<file path="config.mk">
export PLATFORM = sky130hd
export DESIGN_NAME = dram_refresh_seq
export DESIGN_NICKNAME = d
export VERILOG_FILES = /design/src/rtl/dram_ref_pkg.sv /design/src/rtl/dram_ref_interval.sv /design/src/rtl/dram_ref_debt.sv /design/src/rtl/dram_ref_init.sv /design/src/rtl/dram_ref_strobe.sv /design/src/rtl/dram_refresh_seq.sv
export SDC_FILE = /design/constraint.sdc
export NUM_CORES = 1
export LEC_CHECK = 0
export BUFFER_PORTS_ARGS = -buffer_cell sky130_fd_sc_hd__buf_2
export CAP_MARGIN = 5
export CORE_MARGIN = 1.5
export CORE_UTILIZATION = 50
export CTS_CLUSTER_DIAMETER = 80
export DETAILED_ROUTE_END_ITERATION = 6
export MAX_ROUTING_LAYER = met4
export PLACE_DENSITY = 0.73
export SYNTH_ARGS = -nofsm -noshare
export SYNTH_HDL_FRONTEND = slang
export SYNTH_SLANG_ARGS = --single-unit
</file>
<file path="constraint.sdc">
create_clock -name clk -period 2.4 [get_ports clk]
set_input_delay 0.24 -clock clk [delete_from_list [all_inputs] [get_ports clk]]
set_output_delay 0.24 -clock clk [all_outputs]
set_load 0.01 [all_outputs]
</file>
<file path="src/rtl/dram_ref_pkg.sv">
package dram_ref_pkg;

    typedef enum logic [1:0] {
        PH_IDLE = 2'd0,
        PH_LEAD = 2'd1,
        PH_ACT  = 2'd2,
        PH_PRE  = 2'd3
    } ref_phase_e;

    // bits needed to hold the value n
    function automatic int unsigned cnt_width(input int unsigned n);
        return (n < 2) ? 1 : $clog2(n + 1);
    endfunction

    function automatic int unsigned max3(input int unsigned a, input int unsigned b,
                                         input int unsigned c);
        int unsigned m;
        m = (a > b) ? a : b;
        return (m > c) ? m : c;
    endfunction

endpackage

</file>
<file path="src/rtl/dram_ref_interval.sv">
module dram_ref_interval #(
    parameter int unsigned INTERVAL_CYC = 1950
) (
    input  logic clk,
    input  logic rst_n,
    input  logic en,
    output logic tick
);
    localparam int unsigned CW = dram_ref_pkg::cnt_width(INTERVAL_CYC);
    localparam logic [CW-1:0] LAST = CW'(INTERVAL_CYC - 1);

    typedef struct packed {
        logic [CW-1:0] cnt;
    } tmr_t;

    tmr_t tmr_d, tmr_q;

    always_comb begin
        tmr_d = tmr_q;
        tick  = en && (tmr_q.cnt == LAST);
        if (!en || tick) begin
            tmr_d.cnt = '0;
        end else begin
            tmr_d.cnt = tmr_q.cnt + CW'(1);
        end
    end

    always_ff @(posedge clk or negedge rst_n) begin
        if (!rst_n) begin
            tmr_q <= '0;
        end else begin
            tmr_q <= tmr_d;
        end
    end
endmodule

</file>
<file path="src/rtl/dram_ref_debt.sv">
module dram_ref_debt #(
    parameter int unsigned MAX_OWED = 4
) (
    input  logic clk,
    input  logic rst_n,
    input  logic tick,
    input  logic take,
    output logic pending,
    output logic starve
);
    localparam int unsigned OW = dram_ref_pkg::cnt_width(MAX_OWED);
    localparam logic [OW-1:0] FULL = OW'(MAX_OWED);

    typedef struct packed {
        logic [OW-1:0] owed;
        logic          starve;
    } debt_t;

    debt_t debt_d, debt_q;

    always_comb begin
        debt_d = debt_q;
        unique case ({tick, take})
            2'b10: begin
                if (debt_q.owed == FULL) begin
                    debt_d.starve = 1'b1;
                end else begin
                    debt_d.owed = debt_q.owed + OW'(1);
                end
            end
            2'b01: begin
                if (debt_q.owed != '0) begin
                    debt_d.owed = debt_q.owed - OW'(1);
                end
            end
            default: ;
        endcase
    end

    assign pending = (debt_q.owed != '0);
    assign starve  = debt_q.starve;

    always_ff @(posedge clk or negedge rst_n) begin
        if (!rst_n) begin
            debt_q <= '0;
        end else begin
            debt_q <= debt_d;
        end
    end
endmodule

</file>
<file path="src/rtl/dram_ref_init.sv">
module dram_ref_init #(
    parameter int unsigned PAUSE_CYC  = 25000,
    parameter int unsigned INIT_COUNT = 8
) (
    input  logic clk,
    input  logic rst_n,
    input  logic take,
    input  logic seq_idle,
    output logic pending,
    output logic done
);
    localparam int unsigned PW = dram_ref_pkg::cnt_width(PAUSE_CYC);
    localparam int unsigned NW = dram_ref_pkg::cnt_width(INIT_COUNT);
    localparam logic [PW-1:0] PAUSE_END = PW'(PAUSE_CYC);
    localparam logic [NW-1:0] COUNT_V   = NW'(INIT_COUNT);

    typedef struct packed {
        logic [PW-1:0] pause;
        logic [NW-1:0] left;
        logic          done;
    } init_t;

    init_t ini_d, ini_q;

    always_comb begin
        ini_d = ini_q;
        if (ini_q.pause != PAUSE_END) begin
            ini_d.pause = ini_q.pause + PW'(1);
        end
        if (take && ini_q.left != '0) begin
            ini_d.left = ini_q.left - NW'(1);
        end
        if (!ini_q.done && ini_q.left == '0 && seq_idle) begin
            ini_d.done = 1'b1;
        end
    end

    assign pending = (ini_q.pause == PAUSE_END) && (ini_q.left != '0);
    assign done    = ini_q.done;

    always_ff @(posedge clk or negedge rst_n) begin
        if (!rst_n) begin
            ini_q <= '{pause: '0, left: COUNT_V, done: 1'b0};
        end else begin
            ini_q <= ini_d;
        end
    end
endmodule

</file>
<file path="src/rtl/dram_ref_strobe.sv">
module dram_ref_strobe #(
    parameter bit          USE_CBR  = 1'b1,
    parameter int unsigned ROW_W    = 12,
    parameter int unsigned LEAD_CYC = 1,
    parameter int unsigned RAS_CYC  = 9,
    parameter int unsigned PRE_CYC  = 7
) (
    input  logic             clk,
    input  logic             rst_n,
    input  logic             start,
    output logic             ras_n,
    output logic             cas_n,
    output logic             we_n,
    output logic [ROW_W-1:0] row_addr,
    output logic             addr_drive,
    output logic             idle
);
    import dram_ref_pkg::*;

    localparam int unsigned PCW = cnt_width(max3(LEAD_CYC, RAS_CYC, PRE_CYC));
    localparam logic [PCW-1:0] LEAD_LAST = PCW'(LEAD_CYC - 1);
    localparam logic [PCW-1:0] RAS_LAST  = PCW'(RAS_CYC - 1);
    localparam logic [PCW-1:0] PRE_LAST  = PCW'(PRE_CYC - 1);

    typedef struct packed {
        ref_phase_e       phase;
        logic [PCW-1:0]   cnt;
        logic [ROW_W-1:0] row;
        logic             ras_n;
        logic             cas_n;
        logic             we_n;
        logic             drive;
    } seq_t;

    seq_t seq_d, seq_q;
    logic col_first;    // column strobe joins this phase
    logic row_step;     // row-only refresh just finished its active phase

    generate
        if (USE_CBR) begin : g_cbr
            assign col_first = (seq_d.phase == PH_LEAD) || (seq_d.phase == PH_ACT);
            assign row_step  = 1'b0;
        end else begin : g_row_only
            assign col_first = 1'b0;
            assign row_step  = (seq_q.phase == PH_ACT) && (seq_q.cnt == '0);
        end
    endgenerate

    always_comb begin
        seq_d = seq_q;
        unique case (seq_q.phase)
            PH_IDLE: begin
                if (start) begin
                    seq_d.phase = PH_LEAD;
                    seq_d.cnt   = LEAD_LAST;
                end
            end
            PH_LEAD: begin
                if (seq_q.cnt == '0) begin
                    seq_d.phase = PH_ACT;
                    seq_d.cnt   = RAS_LAST;
                end else begin
                    seq_d.cnt = seq_q.cnt - PCW'(1);
                end
            end
            PH_ACT: begin
                if (seq_q.cnt == '0) begin
                    seq_d.phase = PH_PRE;
                    seq_d.cnt   = PRE_LAST;
                end else begin
                    seq_d.cnt = seq_q.cnt - PCW'(1);
                end
            end
            PH_PRE: begin
                if (seq_q.cnt == '0) begin
                    seq_d.phase = PH_IDLE;
                end else begin
                    seq_d.cnt = seq_q.cnt - PCW'(1);
                end
            end
            default: seq_d.phase = PH_IDLE;
        endcase
        if (row_step) begin
            seq_d.row = seq_q.row + ROW_W'(1);
        end
        seq_d.ras_n = (seq_d.phase != PH_ACT);
        seq_d.cas_n = !col_first;
        seq_d.we_n  = 1'b1;
        seq_d.drive = !USE_CBR && (seq_d.phase != PH_IDLE);
    end

    assign ras_n      = seq_q.ras_n;
    assign cas_n      = seq_q.cas_n;
    assign we_n       = seq_q.we_n;
    assign row_addr   = seq_q.row;
    assign addr_drive = seq_q.drive;
    assign idle       = (seq_q.phase == PH_IDLE);

    always_ff @(posedge clk or negedge rst_n) begin
        if (!rst_n) begin
            seq_q <= '{phase: PH_IDLE, cnt: '0, row: '0, ras_n: 1'b1,
                       cas_n: 1'b1, we_n: 1'b1, drive: 1'b0};
        end else begin
            seq_q <= seq_d;
        end
    end
endmodule

</file>
<file path="src/rtl/dram_refresh_seq.sv">
module dram_refresh_seq #(
    parameter bit          USE_CBR        = 1'b1,
    parameter int unsigned ROW_W          = 12,
    parameter int unsigned INIT_PAUSE_CYC = 25000,
    parameter int unsigned INIT_REFRESHES = 8,
    parameter int unsigned INTERVAL_CYC   = 1950,
    parameter int unsigned LEAD_CYC       = 1,
    parameter int unsigned RAS_CYC        = 9,
    parameter int unsigned PRE_CYC        = 7,
    parameter int unsigned MAX_OWED       = 4
) (
    input  logic             clk,
    input  logic             rst_n,
    input  logic             ref_gnt,
    output logic             ref_req,
    output logic             ras_n,
    output logic             cas_n,
    output logic             we_n,
    output logic [ROW_W-1:0] row_addr,
    output logic             addr_drive,
    output logic             init_done,
    output logic             starve_err
);
    logic seq_idle;
    logic init_pending;
    logic debt_pending;
    logic tick;
    logic start;
    logic any_pending;

    assign any_pending = init_pending || debt_pending;
    assign start       = seq_idle && any_pending && ref_gnt;
    assign ref_req     = !seq_idle || any_pending;

    dram_ref_init #(
        .PAUSE_CYC (INIT_PAUSE_CYC),
        .INIT_COUNT(INIT_REFRESHES)
    ) init_i (
        .clk     (clk),
        .rst_n   (rst_n),
        .take    (start && !init_done),
        .seq_idle(seq_idle),
        .pending (init_pending),
        .done    (init_done)
    );

    dram_ref_interval #(
        .INTERVAL_CYC(INTERVAL_CYC)
    ) timer_i (
        .clk  (clk),
        .rst_n(rst_n),
        .en   (init_done),
        .tick (tick)
    );

    dram_ref_debt #(
        .MAX_OWED(MAX_OWED)
    ) debt_i (
        .clk    (clk),
        .rst_n  (rst_n),
        .tick   (tick),
        .take   (start && init_done),
        .pending(debt_pending),
        .starve (starve_err)
    );

    dram_ref_strobe #(
        .USE_CBR (USE_CBR),
        .ROW_W   (ROW_W),
        .LEAD_CYC(LEAD_CYC),
        .RAS_CYC (RAS_CYC),
        .PRE_CYC (PRE_CYC)
    ) strobe_i (
        .clk       (clk),
        .rst_n     (rst_n),
        .start     (start),
        .ras_n     (ras_n),
        .cas_n     (cas_n),
        .we_n      (we_n),
        .row_addr  (row_addr),
        .addr_drive(addr_drive),
        .idle      (seq_idle)
    );
endmodule

</file>
Yosys cells after proc, flatten, opt, wreduce, memory -nomap -nowiden
Index checks and enable logic that the tools add are counted.
{"block": "op_classes", "addsub": 6, "eq_ne": 16, "mux": 12, "reduce_logical": 25}
{"operator": "$pmux W6 S4", "count": 1}
{"operator": "$add A15 B1 Y15 const B", "count": 1}
{"operator": "$eq A15 B15 Y1 const B", "count": 1}
{"operator": "$ne A15 B15 Y1 const B", "count": 1}
{"operator": "$mux W4", "count": 3}
{"operator": "$add A11 B1 Y11 const B", "count": 1}
{"operator": "$eq A11 B11 Y1 const B", "count": 1}
{"operator": "$mux W11", "count": 1}
{"operator": "$ne A2 B2 Y1 const B", "count": 5}
{"operator": "$logic_and A1 B1 Y1", "count": 9}
{"operator": "$eq A2 B2 Y1 const B", "count": 4}
{"operator": "$logic_not A4 Y1", "count": 2}
{"operator": "$sub A4 B1 Y4 const B", "count": 2}
{"operator": "$eq A2 B1 Y1 const B", "count": 3}
{"operator": "$mux W2", "count": 3}
{"operator": "$mux W3", "count": 2}
{"operator": "$mux W6", "count": 1}
{"operator": "$pmux W3 S2", "count": 1}
{"operator": "$logic_or A1 B1 Y1", "count": 4}
{"operator": "$reduce_and A2 Y1", "count": 2}
{"operator": "$reduce_bool A4 Y1", "count": 1}
{"operator": "$add A3 B1 Y3 const B", "count": 1}
{"operator": "$eq A3 B3 Y1 const B", "count": 1}
{"operator": "$logic_not A1 Y1", "count": 3}
{"operator": "other kinds (5)", "count": 5}
{"block": "totals", "ff_bits": 43, "in_bits": 3, "output_inout_bits": 19}

Depth between registers and ports, before layout
{"block": "depth", "depth_word": 10, "ltp_mapped": 13, "ltp_nobuf": 13}

Hierarchy
From an unflattened synthesis, not the netlist that was laid out.
{"block": "hier_totals", "cells_unflattened": 234, "area_unflattened_um2": 2436.1}
{"module": "dram_ref_init", "instances": 1, "cells_each": 89, "area_each_um2": 1012.2, "seq_area_each_um2": 501.7}
{"module": "dram_ref_strobe", "instances": 1, "cells_each": 62, "area_each_um2": 576.8, "seq_area_each_um2": 202.7}
{"module": "dram_ref_interval", "instances": 1, "cells_each": 55, "area_each_um2": 563.0, "seq_area_each_um2": 275.3}
{"module": "dram_ref_debt", "instances": 1, "cells_each": 23, "area_each_um2": 254.0, "seq_area_each_um2": 100.1}
{"module": "dram_refresh_seq", "instances": 1, "cells_each": 5, "area_each_um2": 30.0, "seq_area_each_um2": 0.0}

Least setup slack after synthesis
Ideal clock, no wire load.
{"block": "synth_path", "path_type": "register to register", "start": "register init_i.ini_q[5] in the netlist's numbering", "end": "register debt_i.debt_q[3] in the netlist's numbering", "setup_time_ns": 0.124, "arrival_time_ns": 2.361, "t_required_ns": 2.276, "setup_slack_ns": -0.086, "stages_incl_launch_ff": 14, "n_path_buf": 0, "path_cell_list": "dfrtp_1 inv_1 ha_1 and4bb_2 nand4_4 o21ai_0 and3_1 ha_1 xor2_1 ha_1 a21oi_1 xnor2_1 nand2_1 xnor2_1"}
{"block": "synth_via", "elab_chain_len": 9, "word_cells_on_any_way": 13, "cone_classes": "5 x eq/ne; 1 x mux; 7 x reduce/logical"}
{"item": "start: declaration", "line": "dram_ref_init.sv:23", "rtl": "init_t ini_d, ini_q;"}
{"item": "start signal: assignment", "line": "dram_ref_init.sv:43", "rtl": "ini_q <= '{pause: '0, left: COUNT_V, done: 1'b0};"}
{"item": "start signal: assignment", "line": "dram_ref_init.sv:45", "rtl": "ini_q <= ini_d;"}
{"item": "$eq A15 B15 Y1 (*)", "line": "dram_ref_init.sv:38", "rtl": "assign pending = (ini_q.pause == PAUSE_END) && (ini_q.left != '0);"}
{"item": "$logic_and A1 B1 Y1 (*)", "line": "dram_ref_init.sv:38"}
{"item": "$logic_or A1 B1 Y1 (*)", "line": "dram_refresh_seq.sv:31", "rtl": "assign any_pending = init_pending || debt_pending;"}
{"item": "$logic_and A1 B1 Y1 (*) (2 in series)", "line": "dram_refresh_seq.sv:32", "rtl": "assign start = seq_idle && any_pending && ref_gnt;"}
{"item": "$logic_and A1 B1 Y1 (*)", "line": "dram_refresh_seq.sv:62", "rtl": ".take (start && init_done),"}
{"item": "$eq A2 B2 Y1 / $eq A2 B1 Y1 (equally long branches)", "line": "dram_ref_debt.sv:23", "rtl": "unique case ({tick, take})"}
{"item": "$ne A2 B2 Y1 (no line) / $reduce_bool A2 Y1 (equally long branches)"}
{"item": "$reduce_and A3 Y1 (no line)"}
{"item": "end signal: assignment", "line": "dram_ref_debt.sv:47", "rtl": "debt_q <= debt_d;"}
{"item": "end: declaration", "line": "dram_ref_debt.sv:19", "rtl": "debt_t debt_d, debt_q;"}
Mark *: on every way between the ends. The rest lies on a longest branch, timed or not.
A chain may end at the register's enable or synchronous reset.

Final worst setup path
Same ends and word-level chain as after synthesis.

==> insert_results.sql <==
INSERT INTO impl_metrics (metric_group, metric, value, unit) VALUES
('outcome', 'run_status', 'complete, but fails checks', ''),
('outcome', 'violations', 'negative setup slack', ''),
('final_layout', 'antenna_cells_inserted', '0', ''),
('final_layout', 'fin_util', '59.1', '%'),
('worst_setup_path', 'crit_path_cell_trace', 'inv_1, ha_1, and4bb_2, nand4_4, o21ai_4, and3_4, ha_4, xor2_1, ha_2, a21oi_2, xnor2_1, nand2_1, xnor2_1', ''),
('clock_tree', 'root_buffer', 'sky130_fd_sc_hd__clkbuf_8', ''),
('floorplanning', 'core.rowCount', '24', ''),
('sta', 'setup-tns-final', '-51.3', 'ps'),
('route', 'drcViolationCount', '0', ''),
('final_layout', 'area.growth.synth_to_final', '11.2', '%'),
('global_route', 'grt_first_pass_wirelength', '7230', 'um'),
('sta', 'fin_ws', '-51.3', 'ps'),
('worst_setup_path', 'endpoint_kind', 'register', ''),
('global_route', 'grt.total_usage', '18.2', '%'),
('final_layout', 'register_area', '1080', 'um2'),
('synth', 'synth.ff_latch_count', '43', ''),
('sta', 'worst_slew_margin', '38.2', '%'),
('clock_tree', 'cts.hold.buffers_added', '0', ''),
('synth', 'netlist-cell-type-count', '44', ''),
('worst_setup_path', 'cp.required', '2580', 'ps'),
('final_layout', 'multi_input_area', '1210', 'um2'),
('global_route', 'first_global_vias', '1741', ''),
('synth', 'area_fraction_in_and_or_nand_and_nor_cells_after_synthesis', '20.2', '%'),
('final_layout', 'layout_cells_sized_above_1', '18.8', '%'),
('worst_setup_path', 'rrSetupSlack', '-50', 'ps'),
('sta', 'max_freq', '408', 'MHz'),
('worst_setup_path', 'crit_top_cell', 'sky130_fd_sc_hd__xnor2_1', ''),
('final_layout', 'design.final.nets', '268', ''),
('worst_setup_path', 'critical_path_arrival', '2630', 'ps'),
('sta', 'rsz_0062_raised_after_global_routing', 'true', ''),
('global_route', 'remaining_global_route_overflow', '0', ''),
('placed_design', 'instance_area_after_placement', '2480', 'um2'),
('worst_setup_path', 'slowest_stage', 'sky130_fd_sc_hd__dfrtp_1', ''),
('synth', 'yosys_top_cell_by_area', 'sky130_fd_sc_hd__dfrtp_1', ''),
('global_route', 'grt_antenna_before_repair', '0', ''),
('final_layout', 'layout.filler_cells', '370', ''),
('synth', 'synth_top_cell_area_share', '42.4', '%'),
('clock_tree', 'htreeDepth', '2', ''),
('synth', 'syn_avg_cell_area', '10.2', 'um2'),
('sta', 'max_slew.worst_pin.slew', '927', 'ps'),
('pwr', 'vdd.ir_drop.worst', '0.000754', 'V'),
('sta', 'report.final.hold_viol_count', '0', ''),
('sta', 'worst_clock_skew', '4.23', 'ps'),
('route', 'drt-vias-per-instance', '5.43', ''),
('synth', 'synth-adder-area-share', '5.83', '%'),
('route', 'drt-initial-drc-count', '87', ''),
('clock_tree', 'tritoncts_num_sinks', '43', ''),
('floorplanning', 'io-pin-count', '22', ''),
('worst_setup_path', 'worstReg2RegStart', 'init_i.ini_q[5]', ''),
('synth', 'synth_async_sr_flop_share', '100', '%'),
('placed_design', 'dpl_wire_length', '2900', 'um'),
('placed_design', 'io_buf_count', '7', ''),
('worst_setup_path', 'worstSetupStartpointType', 'register', ''),
('floorplanning', 'fp.coreArea', '4440', 'um2'),
('worst_setup_path', 'crit_path_max_incr_delay', '400', 'ps'),
('synth', 'syn-instance-count', '232', ''),
('worst_setup_path', 'worstReg2RegEnd', 'debt_i.debt_q[3]', ''),
('sta', 'final_max_slew_viol_count', '0', ''),
('floorplanning', 'initial_core_util', '53.1', '%'),
('synth', 'combinational_family_with_the_most_area_after_synthesis', 'simple AND/OR/NAND/NOR gates', ''),
('synth', 'yosys_warning_total', '0', ''),
('synth', 'post_synthesis_instance_area', '2360', 'um2'),
('final_layout', 'stdcell_area', '2630', 'um2'),
('sta', 'setup_viol', '1', ''),
('worst_setup_path', 'worstPathMaxFanout', '2', ''),
('final_layout', 'mostFrequentLayoutCells', 'sky130_fd_sc_hd__dfrtp_1, sky130_fd_sc_hd__nor2_1, sky130_fd_sc_hd__xnor2_1, sky130_fd_sc_hd__nand2_1', ''),
('sta', 'layout_worst_path_cycle_share', '102', '%'),
('synth', 'synth_enable_flop_cells', '0', ''),
('synth', 'ys_dominant_reg_cell', 'sky130_fd_sc_hd__dfrtp_1', ''),
('pwr', 'power.static_leakage', '1.23', 'nW'),
('route', 'routed_wirelength', '4250', 'um');
[per-layer routing]
layer / GRT usage [%] / part of all wire, % / up-vias
li1: - / - / 802
met1: 20.4 / 46 / 819
met2: 31.6 / 48 / 34
met3: 3.94 / 3.2 / 13
met4: 6.92 / 3.0 / 0
met5: - / 0 / -
[critical path: cells and delay by family, from the launching register on]
family | cells | cell delay, ps
AO/OA/AOI/OAI | 2 | 230
XOR/XNOR | 3 | 460
adder cells (fa/ha/maj) | 3 | 480
buffers and inverters | 1 | 70
flip-flops | 1 | 400
AND/OR/NAND/NOR | 4 | 680
[cells by family after synthesis]
kind of cell,after synthesis
adders and majority gates,11
DFF,43
muxes,1
xor gates and xnor gates,32
buffers and inverters,31
AOI/OAI and AO/OA,28
and+or+nand+nor,84
other,2
[state kept, by name, summed over array words and instances (netlist names)]
signal,flops
timer_i.tmr_q,11
init_i.done,1
strobe_i.seq_q,6
strobe_i.ras_n,1
debt_i.debt_q,3
init_i.ini_q,19
debt_i.starve,1
strobe_i.cas_n,1
[how the worst max path moves through the flow]
stage / from / slack, ps / end
3_5_place_dp: init_i.ini_q[5] / -20 / debt_i.debt_q[3]
5_1_grt: init_i.ini_q[5] / -210 / debt_i.debt_q[3]
6_report: init_i.ini_q[5] / -50 / debt_i.debt_q[3]
4_1_cts: init_i.ini_q[5] / 2 / debt_i.debt_q[3]
3_3_place_gp: init_i.ini_q[6] / 80 / debt_i.debt_q[3]
2_1_floorplan: init_i.ini_q[5] / 5 / debt_i.debt_q[3]
[per-stage QoR]
step,cells,hold WS [ps]
after floorplan,244,-55.6
after global routing,307,155
after CTS,305,113
after global placement,297,429
after detailed placement,297,433
final,307,77.8
[final cells by class]
cell class              count  share of cell area (%)
multi-input cells         170                    46.0
flip-flops and latches     43                    41.1
repair buffers             21                    5.34
clock buffers               6                    2.76
well taps                  52                    2.48
inverters                  13                    1.86
clock inverters             2                   0.476
[synth_stat cells, drive strengths merged (3+ instances only)]
library cell   n
nor2          19
inv           13
dfrtp         40
nor3           8
nand2         18
o21ai          6
dfstp          3
buf           14
a21oi          4
clkbuf         4
a21o           5
nand3         11
nor3b          4
and3           4
ha            11
xor2          13
nand4          7
xnor2         19
[power by group]
| part | internal [mW] | total [mW] | switching, mW | leakage, nW |
|---|---|---|---|---|
| sequential | 0.917 | 1.12 | 0.204 | 0.542 |
| combinational | 0.473 | 0.990 | 0.517 | 0.646 |
| clock | 0.203 | 0.443 | 0.239 | 0.0412 |
| total | 1.59 | 2.55 | 0.960 | 1.23 |
[repair_timing]
action                     in CTS  in global routing
setup buffers                   0                  2
pin swaps                       0                  4
setup endpoints to repair       1                  3
gates resized for setup         1                 10
hold endpoints to repair        0                  0
Power figures use the tool's default switching activity.
